File: src/rtl/llsc_pkg.sv
package llsc_pkg;

  typedef enum logic [2:0] {
    ST_IDLE,
    ST_FETCH_REQ,
    ST_FETCH_WAIT,
    ST_STORE_REQ,
    ST_STORE_WAIT
  } llsc_state_e;

  localparam int OFS_ADDR = 0;
  localparam int OFS_DATA = 4;
  localparam int OFS_STAT = 8;

  localparam int NUM_WATCH = 4;
  localparam int W_READ    = 0;
  localparam int W_LOCK    = 1;
  localparam int W_IRQ     = 2;
  localparam int W_BUSERR  = 3;
  localparam int B_BUSY    = 4;

endpackage

File: src/rtl/llsc_rst_sync.sv
module llsc_rst_sync (
  input  logic clk,
  input  logic rst_n,
  output logic rst_n_sync
);

  logic [1:0] sync_q;

  always_ff @(posedge clk or negedge rst_n) begin
    if (!rst_n) begin
      sync_q <= 2'b00;
    end else begin
      sync_q <= {sync_q[0], 1'b1};
    end
  end

  assign rst_n_sync = sync_q[1];

endmodule

File: src/rtl/llsc_mem_seq.sv
module llsc_mem_seq
  import llsc_pkg::*;
#(
  parameter int AW = 16,
  parameter int DW = 32
) (
  input  logic          clk,
  input  logic          rst_n,
  input  logic          fetch_go,
  input  logic          store_go,
  input  logic [AW-1:0] go_addr,
  input  logic [DW-1:0] go_wdata,
  output logic          busy,
  output logic          fetch_ok,
  output logic          fetch_err,
  output logic          store_err,
  output logic [DW-1:0] rsp_rdata,
  output logic          mem_req_valid,
  input  logic          mem_req_ready,
  output logic          mem_req_we,
  output logic [AW-1:0] mem_req_addr,
  output logic [DW-1:0] mem_req_wdata,
  input  logic          mem_rsp_valid,
  input  logic [DW-1:0] mem_rsp_rdata,
  input  logic          mem_rsp_err
);

  llsc_state_e   state_q, state_d;
  logic [AW-1:0] addr_q;
  logic [DW-1:0] wdata_q;
  logic          cap_en;

  // next-state process
  always_comb begin
    state_d = state_q;
    unique case (state_q)
      ST_IDLE: begin
        if (fetch_go)      state_d = ST_FETCH_REQ;
        else if (store_go) state_d = ST_STORE_REQ;
      end
      ST_FETCH_REQ:  if (mem_req_ready) state_d = ST_FETCH_WAIT;
      ST_FETCH_WAIT: if (mem_rsp_valid) state_d = ST_IDLE;
      ST_STORE_REQ:  if (mem_req_ready) state_d = ST_STORE_WAIT;
      ST_STORE_WAIT: if (mem_rsp_valid) state_d = ST_IDLE;
      default:       state_d = ST_IDLE;
    endcase
  end

  always_ff @(posedge clk or negedge rst_n) begin
    if (!rst_n) begin
      state_q <= ST_IDLE;
    end else begin
      state_q <= state_d;
    end
  end

  assign cap_en = (state_q == ST_IDLE) && (fetch_go || store_go);

  always_ff @(posedge clk or negedge rst_n) begin
    if (!rst_n) begin
      addr_q  <= '0;
      wdata_q <= '0;
    end else if (cap_en) begin
      addr_q  <= go_addr;
      wdata_q <= go_wdata;
    end
  end

  assign mem_req_valid = (state_q == ST_FETCH_REQ) || (state_q == ST_STORE_REQ);
  assign mem_req_we    = (state_q == ST_STORE_REQ);
  assign mem_req_addr  = addr_q;
  assign mem_req_wdata = wdata_q;

  assign busy      = (state_q != ST_IDLE);
  assign fetch_ok  = (state_q == ST_FETCH_WAIT) && mem_rsp_valid && !mem_rsp_err;
  assign fetch_err = (state_q == ST_FETCH_WAIT) && mem_rsp_valid &&  mem_rsp_err;
  assign store_err = (state_q == ST_STORE_WAIT) && mem_rsp_valid &&  mem_rsp_err;
  assign rsp_rdata = mem_rsp_rdata;

endmodule

File: src/rtl/llsc_watch.sv
module llsc_watch
  import llsc_pkg::*;
#(
  parameter int AW = 16
) (
  input  logic                 clk,
  input  logic                 rst_n,
  input  logic                 clr,
  input  logic                 resv,
  input  logic [AW-1:0]        resv_addr,
  input  logic                 snoop_valid,
  input  logic [AW-1:0]        snoop_addr,
  input  logic                 lock_other,
  input  logic                 irq_taken,
  input  logic                 fetch_err,
  input  logic                 store_err,
  input  logic                 orphan_store,
  output logic [NUM_WATCH-1:0] flags,
  output logic [NUM_WATCH-1:0] live_evt
);

  logic [NUM_WATCH-1:0] set_src;
  logic [NUM_WATCH-1:0] flag_q;

  always_comb begin
    set_src           = '0;
    set_src[W_READ]   = (resv && snoop_valid && (snoop_addr == resv_addr)) || orphan_store;
    set_src[W_LOCK]   = resv && lock_other;
    set_src[W_IRQ]    = resv && irq_taken;
    set_src[W_BUSERR] = fetch_err || store_err;
  end

  for (genvar i = 0; i < NUM_WATCH; i++) begin : g_flag
    logic en;
    assign en = clr || set_src[i];
    always_ff @(posedge clk or negedge rst_n) begin
      if (!rst_n) begin
        flag_q[i] <= 1'b0;
      end else if (en) begin
        flag_q[i] <= !clr;
      end
    end
  end

  assign flags    = flag_q;
  assign live_evt = set_src;

endmodule

File: src/rtl/llsc_unit.sv
module llsc_unit
  import llsc_pkg::*;
#(
  parameter int AW  = 16,
  parameter int DW  = 32,
  parameter int RAW = 4
) (
  input  logic           clk,
  input  logic           rst_n,
  input  logic           reg_valid,
  input  logic           reg_write,
  input  logic [RAW-1:0] reg_addr,
  input  logic [DW-1:0]  reg_wdata,
  output logic           reg_ready,
  output logic [DW-1:0]  reg_rdata,
  output logic           mem_req_valid,
  input  logic           mem_req_ready,
  output logic           mem_req_we,
  output logic [AW-1:0]  mem_req_addr,
  output logic [DW-1:0]  mem_req_wdata,
  input  logic           mem_rsp_valid,
  input  logic [DW-1:0]  mem_rsp_rdata,
  input  logic           mem_rsp_err,
  input  logic           snoop_valid,
  input  logic [AW-1:0]  snoop_addr,
  input  logic           lock_grant_other,
  input  logic           irq_taken
);

  localparam logic [RAW-1:0] A_ADDR = RAW'(OFS_ADDR);
  localparam logic [RAW-1:0] A_DATA = RAW'(OFS_DATA);
  localparam logic [RAW-1:0] A_STAT = RAW'(OFS_STAT);

  logic                 rst_n_i;
  logic                 seq_busy;
  logic                 fetch_ok, fetch_err, store_err;
  logic [DW-1:0]        rsp_rdata;
  logic [NUM_WATCH-1:0] watch_flags, live_evt;
  logic                 wr_acc, wr_addr, wr_data;
  logic                 abort_now, store_go, orphan_store;
  logic                 resv_q, resv_d, resv_en;
  logic [AW-1:0]        addr_q;
  logic [DW-1:0]        data_q, data_d;
  logic                 data_en;

  llsc_rst_sync u_rst (
    .clk        (clk),
    .rst_n      (rst_n),
    .rst_n_sync (rst_n_i)
  );

  // register port decode
  assign reg_ready = !reg_write || !seq_busy;
  assign wr_acc    = reg_valid && reg_write && reg_ready;
  assign wr_addr   = wr_acc && (reg_addr == A_ADDR);
  assign wr_data   = wr_acc && (reg_addr == A_DATA);

  assign abort_now    = (|watch_flags) || (|live_evt);
  assign store_go     = wr_data && resv_q && !abort_now;
  assign orphan_store = wr_data && !resv_q;

  // reservation state
  always_comb begin
    resv_en = wr_addr || wr_data || fetch_ok;
    resv_d  = fetch_ok && !(wr_addr || wr_data);
  end

  always_ff @(posedge clk or negedge rst_n_i) begin
    if (!rst_n_i) begin
      resv_q <= 1'b0;
    end else if (resv_en) begin
      resv_q <= resv_d;
    end
  end

  always_ff @(posedge clk or negedge rst_n_i) begin
    if (!rst_n_i) begin
      addr_q <= '0;
    end else if (wr_addr) begin
      addr_q <= reg_wdata[AW-1:0];
    end
  end

  // data register
  always_comb begin
    data_en = wr_data || fetch_ok;
    data_d  = wr_data ? reg_wdata : rsp_rdata;
  end

  always_ff @(posedge clk or negedge rst_n_i) begin
    if (!rst_n_i) begin
      data_q <= '0;
    end else if (data_en) begin
      data_q <= data_d;
    end
  end

  // read mux; status writes fall through with no effect
  always_comb begin
    reg_rdata = '0;
    if (reg_addr == A_ADDR)      reg_rdata = DW'(addr_q);
    else if (reg_addr == A_DATA) reg_rdata = data_q;
    else if (reg_addr == A_STAT) reg_rdata = DW'({seq_busy, watch_flags});
  end

  llsc_mem_seq #(.AW(AW), .DW(DW)) u_seq (
    .clk           (clk),
    .rst_n         (rst_n_i),
    .fetch_go      (wr_addr),
    .store_go      (store_go),
    .go_addr       (wr_addr ? reg_wdata[AW-1:0] : addr_q),
    .go_wdata      (reg_wdata),
    .busy          (seq_busy),
    .fetch_ok      (fetch_ok),
    .fetch_err     (fetch_err),
    .store_err     (store_err),
    .rsp_rdata     (rsp_rdata),
    .mem_req_valid (mem_req_valid),
    .mem_req_ready (mem_req_ready),
    .mem_req_we    (mem_req_we),
    .mem_req_addr  (mem_req_addr),
    .mem_req_wdata (mem_req_wdata),
    .mem_rsp_valid (mem_rsp_valid),
    .mem_rsp_rdata (mem_rsp_rdata),
    .mem_rsp_err   (mem_rsp_err)
  );

  llsc_watch #(.AW(AW)) u_watch (
    .clk          (clk),
    .rst_n        (rst_n_i),
    .clr          (wr_addr),
    .resv         (resv_q),
    .resv_addr    (addr_q),
    .snoop_valid  (snoop_valid),
    .snoop_addr   (snoop_addr),
    .lock_other   (lock_grant_other),
    .irq_taken    (irq_taken),
    .fetch_err    (fetch_err),
    .store_err    (store_err),
    .orphan_store (orphan_store),
    .flags        (watch_flags),
    .live_evt     (live_evt)
  );

endmodule

File: config.mk
export PLATFORM = sky130hd
export DESIGN_NAME = llsc_unit
export DESIGN_NICKNAME = d
export VERILOG_FILES = /design/src/rtl/llsc_pkg.sv /design/src/rtl/llsc_rst_sync.sv /design/src/rtl/llsc_mem_seq.sv /design/src/rtl/llsc_watch.sv /design/src/rtl/llsc_unit.sv
export SDC_FILE = /design/constraint.sdc
export NUM_CORES = 1
export LEC_CHECK = 0
export BUFFER_PORTS_ARGS = -buffer_cell sky130_fd_sc_hd__buf_2
export CAP_MARGIN = 10
export CELL_PAD_IN_SITES_DETAIL_PLACEMENT = 1
export CELL_PAD_IN_SITES_GLOBAL_PLACEMENT = 2
export CORE_ASPECT_RATIO = 1.4
export CORE_MARGIN = 3
export CORE_UTILIZATION = 27
export CTS_CLUSTER_SIZE = 40
export DETAILED_ROUTE_END_ITERATION = 10
export GPL_TIMING_DRIVEN = 0
export PLACE_DENSITY_LB_ADDON = 0.1
export SLEW_MARGIN = 0
export SYNTH_ARGS = -nofsm -noshare
export SYNTH_HDL_FRONTEND = slang
export SYNTH_SLANG_ARGS = --single-unit
File: constraint.sdc
create_clock -name clk -period 3 [get_ports clk]
set_clock_uncertainty 0.2 [all_clocks]
set_input_delay 0.3 -clock clk [delete_from_list [all_inputs] [get_ports clk]]
set_output_delay 0.3 -clock clk [all_outputs]
set_load 0.01 [all_outputs]
==> flow_summary.ini <==
[run_status]
status = finished clean

[yosys]
yosysUniqueCellTypes = 36
yosysSeqAreaShare_pct = 52.4
syn_area_per_cell_sq_um = 10.3
synthesis.nets = 587
synthTopCellsByArea = dfrtp_1 (52%), nand2_1 (8.8%), mux2i_1 (8.5%), mux2_1 (7.1%), a22oi_1 (4.7%)
yosysTopAreaCellShare_pct = 52.4
yosys_warnings = 0
synth_top_cell_by_area = dfrtp_1
syn_inst = 493
synth-seq-cells = 106
syn_area_sq_um = 5060

[drt]
drc = 0
routed_wirelength_um = 18500
via_per_inst = 4.71
drtIter0Drc = 181
avgRoutedWirePerCell_um = 18.8
drt_pass1_iterations = 4
vias = 4637
antenna_left = 0

[timing]
setup_viol = 0
period_minus_slack_ns = 2.80
hold_violations = 0
fin_setup_tns_ns = 0
fmax_ghz = 0.358
rsz0062_at_grt = no
relSlewSlack_pct = 45.0
worst_pin_slew_ns = 0.825
fin_crit_sh_pct = 93.2
maxSlewViolCount = 0

[critical_path]
end_kind = register
startpoint_type = register
worstPathCellList = buf_2 > or3_1 > buf_2 > nor4_4 > nand3_2 > a41oi_4 > buf_4 > mux2i_1
cp_data_required_time_ns = 3.08
cpPeakStageDelay_ns = 0.55
crit_arrival_ns = 2.87
crit_path_frequent_cell = buf_2
critPathTopFamily = simple AND/OR/NAND/NOR gates
path_buf_inv = 3
worst-path-max-fanout = 8
crit_type = reg2reg
worst_path_max_delay_cell = nor4_4

[floorplanning]
initial_utilization_pct = 27.8
die_x_um = 122
dieArea_sq_um = 20400
die_height_um = 168
core_sq_um = 18200
ios = 177
rows = 58

[clock_network]
clock_path_buffers = 2
clk_latency_ns = 0.36
clkTransAtPathRegs_ns = 0.08
cts_tree = done
htree_levels = 3
clock_sinks = 106
cts_buffers = 9
cts_root_buf = clkbuf_16

[pwr]
power_frac_clock_pct = 29.6
p_leak_uw = 0.00377
switchingPower_uw = 1290
switching_share_pct = 30.9
p_comb_share_pct = 22.3
p_int_uw = 2890
power_uw = 4180
p_per_area_nw_per_um2 = 582
power_frac_seq_pct = 48.1
peakVddDrop_mv = 0.234

[cells_and_area]
multi_input_area_sq_um = 2270
fillers = 2118
area_delta_synth_final_pct = 41.9
drive_gt1_share_pct = 27.8
nets = 834
seqCellArea_sq_um = 2660

[flow_run]
max_cap_violations = 0

[placement]
gp_congestion = 0.781
io_buffers = 176
dp_hpwl_um = 13500

[global_routing]
grt-ovfl-total = 0
first_global_vias = 5198
grt_use_total_pct = 18.5
grt_pass1_wl_um = 29200
antenna_found_initial = 2
grt_max_degree = 56

[min_path]
holdCritPathClass = in2reg
[metal layers]
metal	vias to the layer above	share of wire (%)	GRT usage, %	wire length (um)
li1	2198	-	-	-
met1	2298	40	21.6	7470
met2	117	53	33.9	9850
met3	22	4.3	3.26	789
met4	2	1.9	5.80	355
met5	-	0.070	0	13
[power by group through the flow]
| stage | clock, uW | combinational [uW] | sequential, uW |
|---|---|---|---|
| final | 1240 | 930 | 2010 |
| after global routing | 1360 | 1050 | 2070 |
| after CTS | 1290 | 952 | 2020 |
| after detailed placement | 0 | 886 | 2040 |
| after global placement | 0 | 837 | 2040 |
| after floorplan | 0 | 433 | 2050 |
[worst register-to-register path, stage by stage (launching register included)]
cell	delay [ns]
dfrtp_1	0.36
buf_2	0.16
or3_1	0.35
buf_2	0.18
nor4_4	0.55
nand3_2	0.19
a41oi_4	0.26
buf_4	0.26
mux2i_1	0.20
[through the flow]
step / hold slack, ns / cell area [sq um] / setup slack [ns] / utilization (%) / cells
floorplan: -0.196 / 5060 / 0.474 / - / 493
global placement: -0.115 / 6240 / -0.0982 / 34.3 / 909
detailed placement: -0.113 / 6270 / -0.102 / 34.4 / 910
CTS: 0.00118 / 7170 / 0.0270 / 39.4 / 985
global route: 0.0121 / 7180 / 0.00961 / 39.4 / 985
finish: 0.00922 / 7180 / 0.204 / 39.4 / 985
[flip-flops by register name, summed over array words and instances (netlist names)]
name                 flops
data_q                  32
u_seq.mem_req_wdata     32
addr_q                  16
u_seq.mem_req_addr      16
u_watch.flags            4
u_seq.state_q            3
u_rst.sync_q             2
resv_q                   1
[layout by cell type, fill, tap and decap left out, types with 2 or more instances in the layout]
cell	Yosys	final
a22oi_1	32	32
mux2i_1	43	43
nor3_1	4	4
nor4_1	5	5
nor2_1	24	24
nand2_1	119	119
inv_6	0	2
or3_1	3	3
xor2_1	13	13
a21oi_1	11	11
o21ai_0	21	21
dfrtp_1	106	105
clkbuf_1	25	23
and3_1	19	19
buf_2	6	182
clkbuf_16	0	9
xnor2_1	5	5
nand4_1	3	3
clkinvlp_4	0	2
inv_1	4	4
mux2_1	32	32
dlygate4sd3_1	0	59
[logic make-up after synthesis]
family / synth area share (%)
buffers and inverters: 2.97
muxes: 15.6
xor gates and xnor gates: 3.11
AOI/OAI and AO/OA: 9.42
and+or+nand+nor: 16.4
DFF: 52.4
other: 0.0741
[synthesized netlist by cell type]
| master | n |
|---|---|
| dfrtp_1 | 106 |
| nor4bb_1 | 1 |
| a41oi_1 | 1 |
| xor2_1 | 13 |
| nor3_1 | 4 |
| nand3_1 | 1 |
| conb_1 | 1 |
| nor4b_1 | 1 |
| mux2i_1 | 43 |
| o21ai_0 | 21 |
| and4_1 | 1 |
| inv_1 | 4 |
| o31a_1 | 1 |
| nor2b_1 | 1 |
| mux2_1 | 32 |
| a41oi_4 | 1 |
| and3_1 | 19 |
| a21oi_1 | 11 |
| o32a_1 | 1 |
| or4_1 | 1 |
| nor3b_1 | 1 |
| a22oi_1 | 32 |
| nor4_1 | 5 |
| o31ai_1 | 1 |
| buf_6 | 1 |
| nor2_1 | 24 |
| xnor2_1 | 5 |
| nand2_1 | 119 |
| or3_1 | 3 |
| nand3_2 | 1 |
| clkbuf_1 | 25 |
| buf_2 | 6 |
| o41ai_1 | 1 |
| nor4_4 | 1 |
| o21ai_1 | 1 |
| nand4_1 | 3 |
[final cells by class]
class	count	area share, %
antenna	1	0.0348
buffer	31	1.85
clock buffer	10	3.33
clock inverter	5	0.871
inverter	4	0.209
multi-input combinational	351	31.6
sequential	106	37.0
tap	240	4.18
timing repair buffer	237	21.0
[path summary, 6_finish.rpt]
check | start | end | slack, ns | depth (start not counted)
setup / recovery | u_seq.state_q[1]$_DFFE_PN0P_ | u_seq.mem_req_addr[0]$_DFFE_PN0P_ | 0.20 | 8
hold / removal | reg_wdata[14] | addr_q[14]$_DFF_PN0_ | 0.009 | 3
setup reg to reg | u_seq.state_q[1]$_DFFE_PN0P_ | u_seq.mem_req_addr[0]$_DFFE_PN0P_ | 0.20 | 8
hold reg to reg | u_rst.sync_q[0]$_DFF_PN0_ | u_rst.sync_q[1]$_DFF_PN0_ | 0.15 | 0
max in group asynchronous | u_rst.sync_q[1]$_DFF_PN0_ | u_seq.mem_req_wdata[22]$_DFFE_PN0P_ | 1.67 | 1
min in group asynchronous | rst_n | u_rst.sync_q[1]$_DFF_PN0_ | 0.05 | 2
[what timing repair did]
action | 4_1_cts | 5_1_grt
resized for setup | 0 | 4
hold endpoints to repair | 60 | 0
hold buffers | 59 | 0
buffers inserted | 1 | 0
setup endpoints to repair | 10 | 32
Note: power is estimated with default switching activity, not from simulation.
